<file path="src/rtl/victim_ptr_pkg.sv">
package victim_ptr_pkg;
    typedef enum logic [0:0] {
        STEP_HOLD    = 1'b0,
        STEP_ADVANCE = 1'b1
    } step_e;
endpackage

</file>
<file path="src/rtl/victim_evt_decide.sv">
module victim_evt_decide
    import victim_ptr_pkg::*;
#(
    parameter int ENTRIES = 64,
    localparam int IDXW = $clog2(ENTRIES)
) (
    input  logic            hit_valid,
    input  logic [IDXW-1:0] hit_idx,
    input  logic            fill_pulse,
    input  logic [IDXW-1:0] cur_idx,
    output step_e           step
);
    logic hit_at_ptr;

    assign hit_at_ptr = hit_valid && (hit_idx == cur_idx);

    // A fill takes priority; a simultaneous hit is dropped.
    always_comb begin
        if (fill_pulse) begin
            step = STEP_ADVANCE;
        end else if (hit_at_ptr) begin
            step = STEP_ADVANCE;
        end else begin
            step = STEP_HOLD;
        end
    end
endmodule

</file>
<file path="src/rtl/victim_ptr_inc.sv">
module victim_ptr_inc #(
    parameter int ENTRIES = 64,
    localparam int IDXW = $clog2(ENTRIES)
) (
    input  logic [IDXW-1:0] cur_idx,
    output logic [IDXW-1:0] nxt_idx
);
    // With a power-of-two entry count, the wrap comes from the natural
    // overflow of the adder; otherwise it needs an explicit compare.
    generate
        if ((1 << IDXW) == ENTRIES) begin : g_pow2
            assign nxt_idx = cur_idx + IDXW'(1);
        end else begin : g_cmp
            assign nxt_idx = (cur_idx == IDXW'(ENTRIES - 1)) ? '0 : cur_idx + IDXW'(1);
        end
    endgenerate
endmodule

</file>
<file path="src/rtl/victim_ptr_sel.sv">
module victim_ptr_sel
    import victim_ptr_pkg::*;
#(
    parameter int ENTRIES = 64,
    localparam int IDXW = $clog2(ENTRIES)
) (
    input  logic            clk,
    input  logic            rst_n,
    input  logic            hit_valid,
    input  logic [IDXW-1:0] hit_idx,
    input  logic            fill_pulse,
    output logic [IDXW-1:0] victim_idx
);
    step_e           step;
    logic [IDXW-1:0] ptr_q;
    logic [IDXW-1:0] ptr_inc;
    logic [IDXW-1:0] ptr_d;

    victim_evt_decide #(.ENTRIES(ENTRIES)) u_decide (
        .hit_valid (hit_valid),
        .hit_idx   (hit_idx),
        .fill_pulse(fill_pulse),
        .cur_idx   (ptr_q),
        .step      (step)
    );

    victim_ptr_inc #(.ENTRIES(ENTRIES)) u_inc (
        .cur_idx(ptr_q),
        .nxt_idx(ptr_inc)
    );

    always_comb begin
        unique case (step)
            STEP_ADVANCE: ptr_d = ptr_inc;
            STEP_HOLD:    ptr_d = ptr_q;
            default:      ptr_d = ptr_q;
        endcase
    end

    always_ff @(posedge clk or negedge rst_n) begin
        if (!rst_n) begin
            ptr_q <= '0;
        end else begin
            ptr_q <= ptr_d;
        end
    end

    always_comb begin
        victim_idx = ptr_q;
    end

    p_adv_on_hit_r2: assert property (@(posedge clk) disable iff (!rst_n)
        (hit_valid && !fill_pulse && hit_idx == victim_idx)
        |=> (victim_idx == IDXW'($past(victim_idx) + IDXW'(1))));

    p_hold_on_miss_r3: assert property (@(posedge clk) disable iff (!rst_n)
        (hit_valid && !fill_pulse && hit_idx != victim_idx)
        |=> $stable(victim_idx));

    p_wrap_r4: assert property (@(posedge clk) disable iff (!rst_n)
        (victim_idx == IDXW'(ENTRIES - 1) &&
         (fill_pulse || (hit_valid && hit_idx == victim_idx)))
        |=> (victim_idx == '0));

    p_fill_step_r5: assert property (@(posedge clk) disable iff (!rst_n)
        (fill_pulse && !hit_valid)
        |=> (victim_idx == IDXW'($past(victim_idx) + IDXW'(1))));

    p_fill_wins_r6: assert property (@(posedge clk) disable iff (!rst_n)
        (fill_pulse && hit_valid)
        |=> (victim_idx == IDXW'($past(victim_idx) + IDXW'(1))));

    p_idle_hold_r7: assert property (@(posedge clk) disable iff (!rst_n)
        (!fill_pulse && !hit_valid) |=> $stable(victim_idx));
endmodule

</file>
<file path="config.mk">
export PLATFORM = sky130hd
export DESIGN_NAME = victim_ptr_sel
export DESIGN_NICKNAME = d
export VERILOG_FILES = /design/src/rtl/victim_ptr_pkg.sv /design/src/rtl/victim_evt_decide.sv /design/src/rtl/victim_ptr_inc.sv /design/src/rtl/victim_ptr_sel.sv
export SDC_FILE = /design/constraint.sdc
export NUM_CORES = 1
export LEC_CHECK = 0
export BUFFER_PORTS_ARGS = -buffer_cell sky130_fd_sc_hd__buf_2
export CAP_MARGIN = 20
export CORE_AREA = 3 3 40 42
export CTS_CLUSTER_DIAMETER = 120
export DETAILED_ROUTE_END_ITERATION = 10
export DIE_AREA = 0 0 43 45
export GPL_ROUTABILITY_DRIVEN = 0
export PLACE_DENSITY = 0.59
export REMOVE_ABC_BUFFERS = 1
export SLEW_MARGIN = 20
export SYNTH_ARGS = -nofsm -noshare
export SYNTH_HDL_FRONTEND = slang
export SYNTH_SLANG_ARGS = --single-unit
</file>
<file path="constraint.sdc">
create_clock -name clk -period 2 [get_ports clk]
set_input_delay 0.4 -clock clk [delete_from_list [all_inputs] [get_ports clk]]
set_output_delay 0.4 -clock clk [all_outputs]
set_load 0.02 [all_outputs]
</file>
==> run_results.csv, run 1 <==
group,metric,value,unit
global_route,grt_pass1_wl,1.159,mm
pwr,p_clk_share,15.7,%
synthesis,synth_cell_type_count,11,
clock_tree,cts_buffers,3,
finish,nets,61,
pwr,p_int,401.5,uW
finish,final_util,37.00,%
synthesis,synth_area,349.1,um^2
pwr,ir_drop,368.0,uV
synthesis,synth_seq_area_share,43.01,%
clock_tree,clockRootBuffer,"clkbuf_4",
setup_path,cp.required,2170,ps
hold_path,hold_class,"input pin to flop",
sta,fin_crit,1530,ps
hold_path,hold_start,"fill_pulse",
setup_path,cp_slowest_cell,"dfrtp_1",
setup_path,path_buf_inv,0,
hold_path,worst_hold_path.endpoint,"victim_idx[0]",
setup_path,crit_family,"simple AND/OR/NAND/NOR gates",
setup_path,startpoint_type,"flop",
global_route,grt_max_degree,7,
global_route,grt_usage,8.725,%
die,rows,13,
sta,rsz0062_at_grt,"no",
clock_tree,insertion_delay,250,ps
synthesis,ys_warn_count,0,
synthesis,yosys-top-cells-area,"dfrtp_1, xor2_1, a41oi_4, xnor2_1, nor3_2",
die,start_util,27.17,%
synthesis,yosys.area.top_type,"dfrtp_1",
clock_tree,clk_pin_slew,50,ps
routing,drt-initial-drc-count,0,
clock_tree,clockBufferDepth,2,
hold_path,min_path_cells,3,
clock_tree,h-tree-depth,1,
clock_tree,cts_tree,"done",
sta,finClkSkew,1.112,ps
pwr,comb_power_share,46.6,%
finish,largest_register_ffs,6,
run,max_cap_violations,0,
setup_path,path_cells,"xor2_1, nor3_2, a41oi_4, nor3_2, xor2_1",
setup_path,r2r_slack,470,ps
routing,finalWirelength,668,um
synthesis,synth_top_area_share,43.01,%
synthesis,ys_ff_latch,6,
setup_path,crit_type,"flop to flop",
synthesis,synth.avg_cell_area,12.04,um^2
place,portBuffers,15,
setup_path,rr_startpoint,"victim_idx[3]",
global_route,grt_pass1_vias,262,
sta,fin_crit_sh,76.52,%
die,die_w,43,um
sta,max_freq,653.4,MHz
global_route,antenna_found_initial,0,
finish,diodes,0,
clock_tree,post_cts_buffers,0,
routing,antenna_left,0,
sta,slew_viol_final,0,
pwr,power.density,1547,nW/um^2
place,place_ws,389.4,ps
clock_tree,clock_sink_count,6,
die,die_h,45,um
setup_path,cp-end-kind,"flop",
sta,fin_setup_tns,0,ps
pwr,p_sw_share,45.42,%
finish,area_growth,36.20,%
routing,wl_per_cell,10.60,um
finish,drive_gt1_share,43.75,%
setup_path,r2r_cells,5,
pwr,seq_power_share,37.7,%
sta,setup_viol,0,
die,fp.dieArea,1935,um^2
pwr,p_sw,334.1,uW
setup_path,arrival,1700,ps
setup_path,cp_slowest_stage_delay,430,ps
routing,via_count,276,
die,coreArea,1285,um^2
setup_path,worstPathMaxFanout,6,
finish,final_common_cell,"buf_2",
place,dp_hpwl,534.1,um
routing,drc,0,
sta,max_slew.worst_pin.slew,279.4,ps
sta,finalHoldViolCount,0,
global_route,grt.overflow.total,0,
sta,finalWorstSetupSlack,469.6,ps
finish,layout_common_cells,"buf_2, xor2_1, dfrtp_1",
setup_path,r2r-end,"victim_idx[5]",
routing,via_per_inst,4.381,
pwr,p_leak,0.2198,nW
sta,slew-limit-headroom,81.31,%
synthesis,postSynthCellCount,29,
status,outcome,"completed",
routing,drtPass1Iterations,1,
die,io_pins,16,
## worst register-to-register path: stages, from the launching register on
cell,delay [ps]
dfrtp_1,430
xor2_1,190
nor3_2,240
a41oi_4,200
nor3_2,230
xor2_1,160
## Yosys cell counts, drive strengths merged
| library cell | count |
|---|---|
| nand2b | 1 |
| nor2 | 3 |
| mux2 | 1 |
| xnor2 | 3 |
| xor2 | 8 |
| dfrtp | 6 |
| ha | 1 |
| nor3 | 2 |
| a41oi | 1 |
| nand2 | 1 |
| nand3 | 2 |
## per-stage QoR
stage                     hold WS, ps  power, mW  cell area [um^2]  instances
after global routing            471.9     0.8084             475.5         63
final                           462.7     0.7356             475.5         63
after global placement          232.1     0.6242             442.9         59
after CTS                       456.8     0.7534             475.5         63
after detailed placement        232.6     0.6319             442.9         59
after floorplan                 104.4     0.5163             349.1         29
## logic make-up (layout without fill, tap and decap cells)
kind of cell    after synthesis  count (layout)  synth area share [%]
simple gates                  9               9                 14.70
mux                           1               1                 3.226
flops                         6               6                 43.01
buf+inv                       0              19                     0
compound gates                1               1                 7.886
xor+xnor                     11              11                 27.60
fa+ha+maj                     1               1                 3.584
## routing by layer
layer / GRT usage, % / wire (um)
met1: 8.621 / 255
met4: 5.422 / 10
met2: 13.17 / 355
met3: 6.375 / 46
met5: 0 / 0
## timing repair
action	4_1_cts	5_1_grt
gates resized for setup	0	0
setup endpoints to repair	0	0
hold endpoints to repair	6	0
hold buffers	1	0
## power groups by stage
stage / sequential, mW / combinational, mW / clock, mW
2_1_floorplan: 0.345 / 0.171 / 0
3_3_place_gp: 0.281 / 0.343 / 0
3_5_place_dp: 0.283 / 0.349 / 0
4_1_cts: 0.282 / 0.351 / 0.120
5_1_grt: 0.294 / 0.385 / 0.130
6_report: 0.277 / 0.343 / 0.116
## final cells by class
class | count | area (um^2)
tap | 15 | 18.77
multi-input combinational | 23 | 198.9
sequential | 6 | 150.1
timing repair buffer | 16 | 85.08
fill | 140 | 809.5
clock buffer | 3 | 22.52
## worst max path at each step
stage | from | end | depth (start not counted)
after global placement | hit_idx[5] | victim_idx[1] | 5
after global routing | victim_idx[3] | victim_idx[5] | 5
final | victim_idx[3] | victim_idx[5] | 5
after floorplan | victim_idx[3] | victim_idx[1] | 4
after CTS | victim_idx[3] | victim_idx[5] | 5
after detailed placement | hit_idx[5] | victim_idx[5] | 6
No activity file was read; power rests on OpenSTA's default activity.
==> run 2: changes to the inputs <==
--- a/config.mk
+++ b/config.mk
@@ -5,14 +5,15 @@
 export SDC_FILE = /design/constraint.sdc
 export NUM_CORES = 1
 export LEC_CHECK = 0
+export ABC_AREA = 1
 export BUFFER_PORTS_ARGS = -buffer_cell sky130_fd_sc_hd__buf_2
 export CAP_MARGIN = 20
-export CORE_AREA = 3 3 40 42
+export CORE_MARGIN = 3
+export CORE_UTILIZATION = 39
 export CTS_CLUSTER_DIAMETER = 120
 export DETAILED_ROUTE_END_ITERATION = 10
-export DIE_AREA = 0 0 43 45
 export GPL_ROUTABILITY_DRIVEN = 0
-export PLACE_DENSITY = 0.59
+export PLACE_DENSITY = 0.75
 export REMOVE_ABC_BUFFERS = 1
 export SLEW_MARGIN = 20
 export SYNTH_ARGS = -nofsm -noshare
==> constraint.sdc (replaced) <==
create_clock -name clk -period 1.3 [get_ports clk]
set_input_delay 0.26 -clock clk [delete_from_list [all_inputs] [get_ports clk]]
set_output_delay 0.26 -clock clk [all_outputs]
set_load 0.02 [all_outputs]
==> run_results.csv, run 2 <==
group,metric,value,unit
synthesis,ys_ff_latch,6,
pwr,p_sw,555.1,uW
synthesis,synthMuxAreaShare,0,%
global_route,antenna_found_initial,0,
synthesis,synth.avg_cell_area,6.155,um^2
synthesis,synth_seq_area_share,28.04,%
routing,via_per_inst,4.697,
routing,drtPass1Iterations,4,
place,dp_hpwl,927.6,um
setup_path,path_cells,"buf_4, a21oi_2, nand3_2, o21bai_4, nand2_1, nand2_1",
finish,nets,121,
pwr,comb_power_share,53.1,%
die,fp.dieArea,1854,um^2
finish,largest_register_ffs,6,
synthesis,synth_top_family_by_area,"simple AND/OR/NAND/NOR gates",
clock_tree,clockBufferDepth,2,
sta,max_slew.worst_pin.slew,198.4,ps
finish,finalNonFillerCells,122,
synthesis,postSynthCellCount,87,
setup_path,cp-end-kind,"flop",
global_route,grt.overflow.total,0,
clock_tree,insertion_delay,250,ps
hold_path,hold_class,"input pin to asynchronous set/reset pin",
sta,setup_viol,0,
finish,final_common_cell,"nand2_1",
global_route,grt_pass1_wl,2.063,mm
global_route,grt_usage,14.77,%
sta,finClkSkew,5.252,ps
finish,final_util,58.44,%
sta,slew-limit-headroom,86.74,%
routing,drt-initial-drc-count,8,
setup_path,crit_type,"flop to flop",
global_route,grt_pass1_vias,497,
synthesis,synth_edf_count,0,
global_route,grt_max_degree,8,
setup_path,timing.critical_path.mode_cell,"nand2_1",
synthesis,synth_area,535.5,um^2
clock_tree,clk_pin_slew,50,ps
setup_path,cp.required,1480,ps
pwr,p_sw_share,47.90,%
die,die_w,43.06,um
synthesis,yosys-top-cells-area,"dfrtp_1, nand2_1, nand3_1, inv_1, xor2_1",
synthesis,synth.most_common_cell,"nand2_1",
pwr,p_clk_share,15.1,%
clock_tree,cts_buffers,3,
finish,drive_gt1_share,40.74,%
pwr,p_int,603.8,uW
die,die_h,43.06,um
finish,layout_common_cells,"nand2_1, buf_2, inv_1",
synthesis,synth_common_cells,"nand2_1, inv_1, nand3_1",
routing,wl_per_cell,10.46,um
routing,antenna_left,0,
status,outcome,"completed",
setup_path,path_buf_inv,1,
routing,finalWirelength,1.276,mm
die,io_pins,16,
setup_path,cp_slowest_cell,"dfrtp_2",
pwr,p_leak,0.4160,nW
sta,rsz0062_at_grt,"yes",
die,coreArea,1201,um^2
die,rows,12,
finish,n_fill_cell,126,
setup_path,startpoint_type,"flop",
routing,drc,0,
run,max_cap_violations,0,
synthesis,synth_compound_area_share,6.308,%
place,dp_cells,116,
synthesis,async_reset_ff_share,100.0,%
sta,finalHoldViolCount,0,
synthesis,synth_ff_type,"dfrtp_1",
finish,diodes,0,
pwr,seq_power_share,31.8,%
synthesis,ys_warn_count,0,
sta,fin_crit_sh,99.18,%
setup_path,worstPathMaxFanout,7,
clock_tree,clockRootBuffer,"clkbuf_4",
sta,max_freq,775.6,MHz
routing,via_count,573,
finish,area_growth,31.07,%
setup_path,crit_family,"flip-flops",
clock_tree,cts_tree,"done",
synthesis,synth_simple_gate_area_share,44.86,%
sta,slew_viol_final,0,
pwr,ir_drop,939.0,uV
setup_path,arrival,1470,ps
sta,fin_crit,1289,ps
synthesis,synth_top_area_share,28.04,%
synthesis,yosys.area.top_type,"dfrtp_1",
pwr,p_total,1.159,mW
setup_path,cp_slowest_stage_delay,450,ps
clock_tree,clock_sink_count,6,
die,start_util,44.58,%
synthesis,synth_xor_xnor_area_share,6.542,%
pwr,power.density,1651,nW/um^2
synthesis,synth_cell_type_count,15,
clock_tree,h-tree-depth,1,
synthesis,yosys.area_share.adder,2.336,%
place,portBuffers,15,
-- run 2: changes by cell type after synthesis, moves of 2 or more --
cell / previous run / this run
nand2_1: 1 / 36
inv_1: 0 / 12
nand3_1: 2 / 10
inv_2: 0 / 4
nand2_2: 0 / 4
xor2_1: 8 / 4
xnor2_1: 3 / 0
a21oi_1: 0 / 2
nor2_2: 0 / 2
-- run 2: layout make-up --
type / instances / area (um^2) / share of cell area [%]
Clock buffer: 3 / 22.52 / 3.209
Multi-Input combinational cell: 64 / 341.6 / 48.66
Inverter: 17 / 63.81 / 9.091
Tap cell: 14 / 17.52 / 2.496
Sequential cell: 6 / 156.4 / 22.28
Timing Repair Buffer: 18 / 100.1 / 14.26
-- run 2: final timing paths --
path,startpoint,endpoint,slack (ps),depth (start not counted)
min in group clk,fill_pulse,victim_idx[1],370,4
max in group asynchronous,rst_n,victim_idx[3],770,2
setup reg to reg,victim_idx[0],victim_idx[3],10,6
hold reg to reg,victim_idx[3],victim_idx[3],570,2
setup / recovery,victim_idx[0],victim_idx[3],10,6
hold / removal,rst_n,victim_idx[0],360,2
-- run 2: power groups by stage --
stage	Clock (mW)	Combinational, mW	Sequential, mW
finish	0.175	0.615	0.369
global route	0.189	0.694	0.384
CTS	0.178	0.557	0.363
detailed placement	0	0.550	0.366
global placement	0	0.548	0.362
floorplan	0	0.333	0.424
-- run 2: layer usage --
metal	part of all wire, %	wire [um]	global-route usage [%]
met2	49	627	20.36
met5	0	0	0
met3	4.1	52	2.542
met4	2.0	26	9.036
met1	45	569	20.92
-- run 2: worst reg2reg max path: stages (launching register included) --
cell	delay (ps)
dfrtp_2	450
buf_4	150
a21oi_2	140
nand3_2	100
o21bai_4	200
nand2_1	100
nand2_1	70
-- run 2: cells by family after synthesis --
logic type	count (synthesis)
DFF	6
and+or+nand+nor	55
AOI/OAI and AO/OA	4
adders and majority gates	1
buffers and inverters	17
xor gates and xnor gates	4
-- run 2: through the flow --
step           setup WS (ps)  hold WS, ps  setup TNS, ps  instance area (um^2)
3_5_place_dp           13.44        89.19              0                 628.1
5_1_grt               -56.08        372.3         -206.5                 701.9
3_3_place_gp           29.90        86.72              0                 628.1
6_report               10.67        364.9              0                 701.9
2_1_floorplan          101.6       -35.59              0                 535.5
4_1_cts                14.32        358.9              0                 660.6
-- run 2: what timing repair did --
item | CTS | global route
setup buffers | 0 | 2
setup endpoints to repair | 0 | 6
hold buffers | 1 | 0
resized for setup | 0 | 12
hold endpoints to repair | 6 | 0
==> run 3: changes to the inputs <==
--- a/config.mk
+++ b/config.mk
@@ -8,7 +8,6 @@
 export ABC_AREA = 1
 export BUFFER_PORTS_ARGS = -buffer_cell sky130_fd_sc_hd__buf_2
 export CAP_MARGIN = 20
-export CORE_MARGIN = 3
 export CORE_UTILIZATION = 39
 export CTS_CLUSTER_DIAMETER = 120
 export DETAILED_ROUTE_END_ITERATION = 10
==> run_results.csv, run 3 (same netlist as run 2, synthesis figures left out) <==
group,metric,value,unit
global_route,grt_pass1_wl,1.800,mm
die,io_pins,16,
finish,n_fill_cell,129,
pwr,p_sw_share,47.19,%
finish,diodes,0,
setup_path,cp-end-kind,"flop",
pwr,p_leak,0.4117,nW
pwr,power.density,1622,nW/um^2
place,placed_area,628.1,um^2
routing,finalWirelength,1.128,mm
pwr,p_clk_share,14.4,%
sta,fin_crit_sh,91.54,%
sta,max_freq,840.3,MHz
clock_tree,h-tree-depth,1,
pwr,p_sw,517.1,uW
sta,finClkSkew,0.1346,ps
clock_tree,clk_pin_slew,40,ps
die,coreArea,1186,um^2
sta,max_slew.worst_pin.slew,181.6,ps
sta,slew-limit-headroom,87.86,%
finish,nets,120,
place,dp_hpwl,898.2,um
routing,drt-initial-drc-count,17,
die,fp.dieArea,1525,um^2
routing,wl_per_cell,9.322,um
die,die_h,39.06,um
pwr,ir_drop,960.5,uV
pwr,comb_power_share,51.8,%
place,portBuffers,15,
clock_tree,cts_buffers,3,
routing,via_per_inst,4.595,
setup_path,startpoint_type,"flop",
setup_path,rr_startpoint,"victim_idx[0]",
finish,multiInputGateArea,324.1,um^2
die,die_w,39.06,um
status,outcome,"completed",
sta,setup_viol,0,
global_route,grt_pass1_vias,466,
pwr,p_int,578.6,uW
clock_tree,cts_tree,"done",
global_route,grt_max_degree,8,
die,start_util,45.15,%
routing,antenna_left,0,
clock_tree,insertion_delay,230,ps
sta,finalHoldViolCount,0,
global_route,grt_usage,17.81,%
finish,largest_register_ffs,6,
finish,final_util,56.96,%
finish,layout_common_cells,"nand2_1, buf_2, inv_1",
setup_path,cp.required,1470,ps
routing,drc,0,
global_route,antenna_found_initial,0,
run,max_cap_violations,0,
finish,final_common_cell,"nand2_1",
pwr,seq_power_share,33.8,%
setup_path,crit_type,"flop to flop",
place,place_ws,43.83,ps
sta,rsz0062_at_grt,"yes",
finish,fin_area,675.6,um^2
routing,via_count,556,
setup_path,r2r_cells,8,
finish,regArea,155.1,um^2
die,rows,12,
sta,finalWorstSetupSlack,110.0,ps
clock_tree,clockBufferDepth,2,
sta,slew_viol_final,0,
setup_path,worstPathMaxFanout,6,
hold_path,hold_class,"input pin to asynchronous set/reset pin",
finish,area_growth,26.17,%
clock_tree,clockRootBuffer,"clkbuf_4",
routing,drtPass1Iterations,4,
sta,hold_slack,374.4,ps
setup_path,arrival,1360,ps
finish,drive_gt1_share,33.64,%
global_route,grt.overflow.total,0,
setup_path,r2r_slack,110,ps
sta,fin_crit,1190,ps
setup_path,r2r-end,"victim_idx[3]",
clock_tree,clock_sink_count,6,
==> run 3: power groups by stage <==
stage          Sequential, mW  Clock (mW)  Combinational (mW)
2_1_floorplan           0.424           0               0.333
3_3_place_gp            0.361           0               0.546
3_5_place_dp            0.364           0               0.551
4_1_cts                 0.361       0.169               0.556
5_1_grt                 0.379       0.170               0.646
6_report                0.371       0.158               0.567
==> run 3: metal layers <==
metal	vias to the layer above	track usage, %	part of all wire [%]
li1	305	-	-
met1	243	22.34	51
met2	8	27.92	47
met3	0	3.468	1.6
met4	0	10.34	0
met5	-	0	0
==> run 3: worst max-delay path, stage by stage, from the launching register on <==
cell	delay (ps)
dfrtp_2	400
inv_1	70
nand2_1	90
nand2_1	70
nor2_2	90
nand2_2	70
o21bai_4	180
nand2_1	100
nand2_1	70
==> run 3: worst max-delay path by stage <==
| stage | from | endpoint | slack (ps) | depth (start not counted) |
|---|---|---|---|---|
| 6_report | victim_idx[0] | victim_idx[3] | 110 | 8 |
| 2_1_floorplan | victim_idx[1] | victim_idx[4] | 100 | 5 |
| 5_1_grt | victim_idx[1] | victim_idx[5] | -0.7 | 9 |
| 3_5_place_dp | victim_idx[0] | victim_idx[3] | 40 | 8 |
| 3_3_place_gp | victim_idx[0] | victim_idx[3] | 50 | 8 |
| 4_1_cts | victim_idx[0] | victim_idx[3] | 30 | 8 |
==> run 3: repair_timing <==
item                                   in CTS  in global routing
endpoints found under the hold margin       6                  0
resized for setup                           0                  5
setup endpoints to repair                   0                  6
setup buffers                               0                  1
hold buffers                                1                  0
==> run 3: area by class of cell <==
cell class / instances / area share, %
multi-input cells: 64 / 47.96
clock buffers: 3 / 3.333
repair buffers: 17 / 13.70
flip-flops and latches: 6 / 22.96
well taps: 14 / 2.593
inverters: 17 / 9.444
==> run 3: per-stage QoR <==
step           cells  TNS (ps)  total power [mW]
3_3_place_gp     116         0            0.9070
5_1_grt          121   -0.6656             1.196
3_5_place_dp     116         0            0.9156
6_report         121         0             1.096
4_1_cts          120         0             1.087
2_1_floorplan     87         0            0.7569
